$ cat src/rtl/rcc_pkg.sv
package rcc_pkg;
    localparam int CAUSE_W   = 8;
    localparam int BIT_ILL   = 3;
    localparam int BIT_CLK   = 2;
    localparam int BIT_LV    = 1;

    typedef struct packed {
        logic ill;
        logic clk;
        logic lv;
        logic dbg;
    } rcc_req_t;

    localparam logic [CAUSE_W-1:0] CAUSE_POR = CAUSE_W'(1) << BIT_LV;
endpackage

$ cat src/rtl/rcc_addr_guard.sv
module rcc_addr_guard #(
    parameter int AW       = 16,
    parameter int NUM_GAPS = 2,
    parameter logic [NUM_GAPS-1:0][AW-1:0] GAP_LO = {16'h182C, 16'h0880},
    parameter logic [NUM_GAPS-1:0][AW-1:0] GAP_HI = {16'hBFFF, 16'h17FF}
) (
    input  logic          valid,
    input  logic [AW-1:0] addr,
    output logic          illegal
);
    logic [NUM_GAPS-1:0] hit;

    for (genvar g = 0; g < NUM_GAPS; g++) begin : g_gap
        assign hit[g] = (addr >= GAP_LO[g]) && (addr <= GAP_HI[g]);
    end

    assign illegal = valid && (|hit);
endmodule

$ cat src/rtl/rcc_lv_gate.sv
module rcc_lv_gate (
    input  logic lv_detect,
    input  logic det_en,
    input  logic rst_en,
    input  logic stop_mode,
    input  logic stop_en,
    output logic lv_req
);
    logic armed;
    assign armed  = det_en && rst_en && (!stop_mode || stop_en);
    assign lv_req = armed && lv_detect;
endmodule

$ cat src/rtl/rcc_cause_pick.sv
module rcc_cause_pick
    import rcc_pkg::*;
(
    input  rcc_req_t             req,
    output logic                 any,
    output logic [CAUSE_W-1:0]   cause
);
    always_comb begin
        cause = '0;
        if (req.ill)      cause[BIT_ILL] = 1'b1;
        else if (req.clk) cause[BIT_CLK] = 1'b1;
        else if (req.lv)  cause[BIT_LV]  = 1'b1;
        // a debug force leaves every cause bit clear
    end
    assign any = req.ill || req.clk || req.lv || req.dbg;
endmodule

$ cat src/rtl/rst_cause_ctrl.sv
module rst_cause_ctrl
    import rcc_pkg::*;
#(
    parameter int AW         = 16,
    parameter int DW         = 8,
    parameter int STRETCH    = 8,
    parameter logic [AW-1:0] STAT_ADDR  = 16'h1800,
    parameter logic [AW-1:0] FORCE_ADDR = 16'h1801,
    parameter int NUM_GAPS   = 2,
    parameter logic [NUM_GAPS-1:0][AW-1:0] GAP_LO = {16'h182C, 16'h0880},
    parameter logic [NUM_GAPS-1:0][AW-1:0] GAP_HI = {16'hBFFF, 16'h17FF}
) (
    input  logic          clk,
    input  logic          por_n,
    input  logic          bus_valid,
    input  logic [AW-1:0] bus_addr,
    input  logic          bus_write,
    input  logic          bus_dbg,
    input  logic [DW-1:0] bus_wdata,
    output logic [DW-1:0] bus_rdata,
    input  logic          clk_fault,
    input  logic          lv_detect,
    input  logic          lv_det_en,
    input  logic          lv_rst_en,
    input  logic          stop_mode,
    input  logic          lv_stop_en,
    output logic          sys_rst
);
    localparam int CW = $clog2(STRETCH + 1);

    typedef struct packed {
        logic [CW-1:0]      cnt;
        logic [CAUSE_W-1:0] cause;
    } state_t;

    state_t st_d, st_q;
    rcc_req_t req;
    logic req_any;
    logic [CAUSE_W-1:0] pick;
    logic [CAUSE_W-1:0] cause_q;
    logic unused_wdata_hi;

    rcc_addr_guard #(
        .AW(AW), .NUM_GAPS(NUM_GAPS), .GAP_LO(GAP_LO), .GAP_HI(GAP_HI)
    ) guard_i (
        .valid(bus_valid), .addr(bus_addr), .illegal(req.ill)
    );

    rcc_lv_gate lv_i (
        .lv_detect(lv_detect), .det_en(lv_det_en), .rst_en(lv_rst_en),
        .stop_mode(stop_mode), .stop_en(lv_stop_en), .lv_req(req.lv)
    );

    assign req.clk = clk_fault;
    assign req.dbg = bus_valid && bus_write && bus_dbg
                     && (bus_addr == FORCE_ADDR) && bus_wdata[0];
    assign unused_wdata_hi = ^bus_wdata[DW-1:1];

    rcc_cause_pick pick_i (.req(req), .any(req_any), .cause(pick));

    always_comb begin
        st_d = st_q;
        if (st_q.cnt != '0) begin
            st_d.cnt = st_q.cnt - 1'b1;
        end else if (req_any) begin
            st_d.cnt   = CW'(STRETCH);
            st_d.cause = pick;
        end
    end

    always_ff @(posedge clk or negedge por_n) begin
        if (!por_n) begin
            st_q.cnt   <= CW'(STRETCH);
            st_q.cause <= CAUSE_POR;
        end else begin
            st_q <= st_d;
        end
    end

    assign cause_q = st_q.cause;
    assign sys_rst = (st_q.cnt != '0);

    always_comb begin
        bus_rdata = '0;
        if (bus_valid && !bus_write && (bus_addr == STAT_ADDR))
            bus_rdata = DW'(cause_q);
    end
endmodule

$ cat config.mk
export PLATFORM = sky130hd
export DESIGN_NAME = rst_cause_ctrl
export DESIGN_NICKNAME = d
export VERILOG_FILES = /design/src/rtl/rcc_pkg.sv /design/src/rtl/rcc_addr_guard.sv /design/src/rtl/rcc_lv_gate.sv /design/src/rtl/rcc_cause_pick.sv /design/src/rtl/rst_cause_ctrl.sv
export SDC_FILE = /design/constraint.sdc
export NUM_CORES = 1
export LEC_CHECK = 0
export ABC_AREA = 1
export BUFFER_PORTS_ARGS = -buffer_cell sky130_fd_sc_hd__buf_2
export CAP_MARGIN = 20
export CORE_UTILIZATION = 35
export CTS_BUF_LIST = sky130_fd_sc_hd__clkbuf_8
export CTS_CLUSTER_SIZE = 16
export DETAILED_ROUTE_END_ITERATION = 6
export GPL_ROUTABILITY_DRIVEN = 0
export PLACE_DENSITY_LB_ADDON = 0.2
export SLEW_MARGIN = 10
export SYNTH_ARGS = -nofsm -noshare
export SYNTH_HDL_FRONTEND = slang
export SYNTH_SLANG_ARGS = --single-unit
$ cat constraint.sdc
create_clock -name clk -period 1.7 [get_ports clk]
set_input_delay 0.17 -clock clk [delete_from_list [all_inputs] [get_ports clk]]
set_output_delay 0.17 -clock clk [all_outputs]
set_load 0.02 [all_outputs]
### Yosys cells after proc, flatten, opt, wreduce, memory -nomap -nowiden

Cells that the tools add are included.
W data, S select, Z words.

| operators by class | value |
|---|---|
| magnitude comparators | 4 |
| muxes and demuxes | 8 |
| reductions and logical operators | 22 |
| bitwise operators | 1 |
| equality and inequality tests | 2 |
| $add $sub $neg | 1 |

Operators by type and width:

| kind | number |
|---|---|
| $eq A16 B13 Y1 const B | 2 |
| $ge A16 B12 Y1 const B | 1 |
| $ge A16 B13 Y1 const B | 1 |
| $le A16 B13 Y1 const B | 1 |
| $le A16 B16 Y1 const B | 1 |
| $logic_and A1 B1 Y1 | 12 |
| $mux W12 | 1 |
| $mux W4 | 2 |
| $logic_or A1 B1 Y1 | 4 |
| $mux W1 | 4 |
| $reduce_bool A4 Y1 | 1 |
| $sub A4 B1 Y4 const B | 1 |
| $logic_not A1 Y1 | 2 |
| $mux W2 | 1 |
| $reduce_and A2 Y1 | 1 |
| $reduce_bool A2 Y1 | 1 |
| $reduce_or A2 Y1 | 1 |
| $not A1 Y1 | 1 |

| word-level totals | value |
|---|---|
| bits of input ports | 35 |
| word-level logic and storage cells | 40 |
| bits in registers | 7 |

### Logic depth before layout (Yosys ltp)

Gate-level depths: netlist (run 1).

| logic depth | value |
|---|---|
| word-level depth | 9 |
| mapped depth | 11 |
| mapped depth without buffers | 11 |

### Hierarchy

From an unflattened synthesis (run 1), not the netlist that was laid out.

| second synthesis, totals | value |
|---|---|
| cells, all modules | 119 |
| area, all modules | 833.3 µm² |

By module, submodules not included:

| module | cells each | times used | area each (µm²) |
|---|---|---|---|
| rst_cause_ctrl | 83 | 1 | 659.4 |
| rcc_cause_pick | 14 | 1 | 80.1 |
| rcc_addr_guard | 18 | 1 | 77.6 |
| rcc_lv_gate | 4 | 1 | 16.3 |

### Worst setup path before layout (run 1)

Ideal clock, no wire load.

| timing | value |
|---|---|
| path kind | input to output |
| from | input bus_addr[13] |
| to | output bus_rdata[1] |
| path buffers | 0 |
| path slack | 0.564 ns |
| data required time | 1.530 ns |
| data arrival time | 0.966 ns |
| cell stages on the path | 5 |
| cells stage by stage | nor2_1 nand2_1 nor4_1 nand4_1 nor2_1 |

| between the ends | value |
|---|---|
| longest elaborated chain between the ends | 3 |

RTL lines:

| what | RTL line | RTL |
|---|---|---|
| start, declared | rst_cause_ctrl.sv:16 | `input logic [AW-1:0] bus_addr,` |
| $eq A16 B13 Y1 | rst_cause_ctrl.sv:85 | `if (bus_valid && !bus_write && (bus_addr == STAT_ADDR))` |
| $logic_and A1 B1 Y1 | rst_cause_ctrl.sv:85 |  |
| $mux W4 | rst_cause_ctrl.sv:85 |  |
| end, declared | rst_cause_ctrl.sv:20 | `output logic [DW-1:0] bus_rdata,` |

No other way between the ends.

### Worst setup path in the final report (run 1)

| timing | value |
|---|---|
| from | register st_q[9] (netlist name) |
| to | output sys_rst |

| between the ends | value |
|---|---|
| longest elaborated chain between the ends | 1 |

RTL lines:

| what | RTL line | RTL |
|---|---|---|
| start, declared | rst_cause_ctrl.sv:36 | `state_t st_d, st_q;` |
| start signal, assigned | rst_cause_ctrl.sv:76 | `st_q <= st_d;` |
| $reduce_bool A4 Y1 | rst_cause_ctrl.sv:81 | `assign sys_rst = (st_q.cnt != '0);` |
| end, declared | rst_cause_ctrl.sv:27 | `output logic sys_rst` |

No other way between the ends.

==> flow_summary.ini, run 1 <==
[run_status]
status = completed

[sta]
setup_violations = 0
maxSlewViolCount = 0
hold_violations = 0
timing.hold.ws_ps = 197
max_freq_ghz = 0.656
fin_skew_ps = 2.77
min_period_ps = 1520
rsz0062_at_grt = no
tns_ps = 0
fin_crit_sh_pct = 89.6

[setup_path]
crit_path_end_kind = output port
worstPathRequired_ps = 1530
cpPeakStageDelay_ps = 370
critPathBufInv = 4
critical_path_class = reg2out
crit_path_top_delay_cell = dfrtp_1
critical_path_arrival_ps = 1350
crit_chain = nor2_1 > inv_1 > nor2_1 > inv_1 > nor2_4 > inv_1 > buf_2
critPathLaunchType = flop
critical-path-top-delay-family = simple AND/OR/NAND/NOR gates
cp_max_fo = 6
worst_path_most_repeated_cell = inv_1

[detailed_routing]
top_layer = met3
first_pass_iters = 4
totalWireLength_mm = 1.14
drc_errors = 0
drt_first_iter_violations = 13
dr_wl_met2_um = 473
m1WireLength_um = 560
routedWlPerCell_um = 7.62
met3WireLength_um = 103
vias_per_cell = 4.24
ant_nets = 0
vias = 632

[clocking]
htree_levels = 1
cts_buffers = 3
cts_resized = 0
cts.reportedPaths.clkPinSlew_ps = 40
tritoncts = built
cts_max_path_buffers = 2
numClockSinks = 7
cts_hold_buf = 1
clock_latency_ps = 220
cts_root_buf = clkbuf_8
post_cts_buffers = 0

[logic_synthesis]
synth_edf_count = 0
ys_seq_elements = 7
synth_area_leaders = dfrtp_1 (21%), nand2_1 (17%), inv_1 (13%), nor2_1 (11%), dfstp_2 (8.9%)
syn_inst = 98
yosysTopAreaCellShare_pct = 21.3
synth_top_area_cell = dfrtp_1
ys_seq_area_share_pct = 30.2
synth.distinct_cells = 18
yosys_warnings = 0
syn_avg_cell_area_um2 = 6.00
synthTopCellsByCount = nand2_1 (27), inv_1 (20), nor2_1 (18), buf_4 (5), dfrtp_1 (5)
ys.flop_type = dfrtp_1
mappedNetlistArea_um2 = 588
yosysMostFrequentCell = nand2_1
async_flop_share_pct = 100

[final_layout]
fill_cells = 171
syn_to_final_growth_pct = 35.3
diodes = 0
drive_gt1_share_pct = 30.8
regArea_um2 = 178
nets = 169
multi_input_area_um2 = 313

[die]
coreArea_um2 = 1540
io_pins = 44
start_util_pct = 38.1
die_y_um = 43.0
dieWidth_um = 43.0
fp.dieArea_um2 = 1850
num_rows = 14

[job]
cap_violations = 0

[min_path]
hold_path_class = in2reg

[global_routing]
overflow = 0
grt_usage_pct = 15.0
antenna_found_initial = 0
grt_max_degree = 8
grt_first_pass_wirelength_mm = 2.08
grt_pass1_vias = 547

[power_and_ir_drop]
worst_ir_drop_vdd_uv = 702
power-per-cell-area_nw_per_um2 = 1030
power.total_uw = 816
p_leak_nw = 0.479

[placed_design]
hpwl_mm = 1.01
portBuffers = 31
[routing by layer]
metal | vias up | GRT usage, %
li1 | 354 | -
met1 | 251 | 20.3
met2 | 27 | 22.1
met3 | 0 | 6.38
met4 | 0 | 3.64
met5 | - | 0
[worst reg2reg max path, stage by stage (launching register included)]
cell	delay, ps
dfrtp_1	370
nor2_1	130
inv_1	70
nor2_1	110
inv_1	90
nor2_4	150
nand2_2	100
nand2_1	70
nand2_1	40
[state kept, by name, summed over array words and instances (netlist names)]
signal / cells
st_q: 4
cause_q: 3
[cell type report]
type	instances	area share, %
Inverter	20	9.43
Clock buffer	3	5.19
Multi-Input combinational cell	70	39.3
Clock inverter	1	0.472
Tap cell	16	2.52
Timing Repair Buffer	32	20.8
Sequential cell	7	22.3
[per-stage QoR]
stage                     cells  utilization (%)  instance area [um^2]  setup WS (ps)
after floorplan             102                -                   603            564
after global placement      144             48.1                   741            354
after detailed placement    144             48.1                   741            355
after CTS                   149             51.6                   796            163
after global routing        149             51.6                   796           6.47
final                       149             51.6                   796            176
[placed cells by master, fill, tap and decap left out]
cell type	count
dlygate4sd3_1	1
nand3_2	2
dfrtp_1	5
a21oi_1	1
inv_1	21
nand2_1	27
nand3_1	4
dfstp_2	2
nor2_4	1
o21ai_0	3
nand4_1	2
conb_1	5
or2_0	1
and3_1	1
nor2_1	18
nor4_1	1
buf_2	31
nand2_2	2
nor3_1	2
clkbuf_8	3
[cell families after synthesis]
kind of cell	synth area share (%)
DFF	30.2
and+or+nand+nor	46.6
AOI/OAI and AO/OA	3.40
other	0.638
buffers and inverters	19.1
[worst paths after layout]
check / start / end / slack, ps / depth (start not counted)
max in group asynchronous: por_n / st_q[11] / 1160 / 2
min in group asynchronous: por_n / cause_q[2] / 310 / 2
max: st_q[9] / sys_rst / 180 / 7
min: clk_fault / cause_q[2] / 200 / 3
max reg2reg: st_q[9] / cause_q[3] / 450 / 8
min reg2reg: st_q[8] / st_q[8] / 450 / 1
[power by group]
group / switching [mW] / internal, mW
logic: 0.185 / 0.111
registers: 0.0462 / 0.254
clock network: 0.0654 / 0.155
total: 0.296 / 0.520
(Power assumes the default switching activity.)
==> inputs of run 2 (changes only) <==
- BUFFER_PORTS_ARGS: -buffer_cell sky130_fd_sc_hd__buf_2 -> -buffer_cell sky130_fd_sc_hd__buf_4
- clock period: 1.7 -> 1.85 ns (I/O delays scaled with it)
==> flow_summary.ini, run 2 (synthesis results as in run 1) <==
[setup_path]
crit_path_end_kind = output port
rrSetupSlack_ps = 610
cp_max_fo = 6
reg2reg_depth = 8
critPathCapture = sys_rst
worstPathRequired_ps = 1660
critPathLaunchType = flop
rr_startpoint = st_q[8]
critical_path_arrival_ps = 1360
reg2reg_to = cause_q[2]
critical_path_class = reg2out
crit_start = st_q[8]

[min_path]
hold_path_class = in2reg

[sta]
setup_ws_ps = 300
maxSlewViolCount = 0
min_period_ps = 1550
tns_ps = 0
hold_violations = 0
setup_violations = 0
rsz0062_at_grt = no
fin_skew_ps = 2.85
max_freq_ghz = 0.645
timing.hold.ws_ps = 210
fin_crit_sh_pct = 83.8

[die]
die_y_um = 43.0
fp.dieArea_um2 = 1850
start_util_pct = 38.1
dieWidth_um = 43.0
num_rows = 14
coreArea_um2 = 1540
io_pins = 44

[clocking]
numClockSinks = 7
cts_resized = 0
cts_root_buf = clkbuf_8
post_cts_buffers = 0
htree_levels = 1
cts.reportedPaths.clkPinSlew_ps = 40
cts_buffers = 3
cts_hold_buf = 1
tritoncts = built
clock_latency_ps = 220
cts_max_path_buffers = 2

[placed_design]
hpwl_mm = 1.05
place_area_um2 = 818
placed_cells = 144
dpl_worst_slack_ps = 442
portBuffers = 31

[detailed_routing]
totalWireLength_mm = 1.20
top_layer = met3
ant_nets = 0
m1WireLength_um = 575
drt_first_iter_violations = 13
drc_errors = 0
met3WireLength_um = 67
vias_per_cell = 4.30
dr_wl_met2_um = 556
vias = 640
routedWlPerCell_um = 8.05
first_pass_iters = 3

[global_routing]
grt_max_degree = 8
antenna_found_initial = 0
grt_first_pass_wirelength_mm = 2.19
grt_pass1_vias = 589
overflow = 0
grt_usage_pct = 15.4

[final_layout]
diodes = 0
nets = 169
largest_register_ff_count = 4
fill_cells = 161
drive_gt1_share_pct = 30.8
layout_commonest_cell = buf_4
top_register = st_q
design_area_um2 = 873
utilization_pct = 56.7
syn_to_final_growth_pct = 48.5
layout_common_cells = buf_4 (31), nand2_1 (27), inv_1 (21)
final_cells = 149

[power_and_ir_drop]
p_leak_nw = 0.504
power-per-cell-area_nw_per_um2 = 888
power.total_uw = 775
worst_ir_drop_vdd_uv = 721

[run_status]
status = completed

[job]
cap_violations = 0
[run 2: final cells by class]
type                       instances  area, um^2  area share (%)
sequential                         7         178            20.3
timing repair buffer              32         243            27.8
inverter                          20        75.1            8.60
multi-input combinational         70         313            35.8
clock inverter                     1        3.75           0.430
tap                               16        20.0            2.29
clock buffer                       3        41.3            4.73
[run 2: per-layer routing]
metal  up-vias  GRT usage, %
li1        353             -
met5         -             0
met2        24          26.1
met4         0          3.64
met1       263          18.6
met3         0          5.53
[run 2: where the power goes]
group	switching, mW	internal [mW]
clock network	0.0603	0.143
logic	0.170	0.124
registers	0.0449	0.233
[run 2: worst min-delay path by stage]
stage,from,endpoint,cells after the start
floorplan,por_n,cause_q[2],0
global placement,por_n,st_q[9],1
detailed placement,por_n,st_q[9],1
CTS,clk_fault,cause_q[2],3
global route,clk_fault,cause_q[2],3
finish,clk_fault,cause_q[2],3
[run 2: critical path, cell delays in order, from the launching register on]
cell and delay, ps:
dfrtp_1 380, nor2_1 120, inv_1 70, nor2_1 120
inv_1 90, nor2_4 150, inv_1 60, buf_4 150
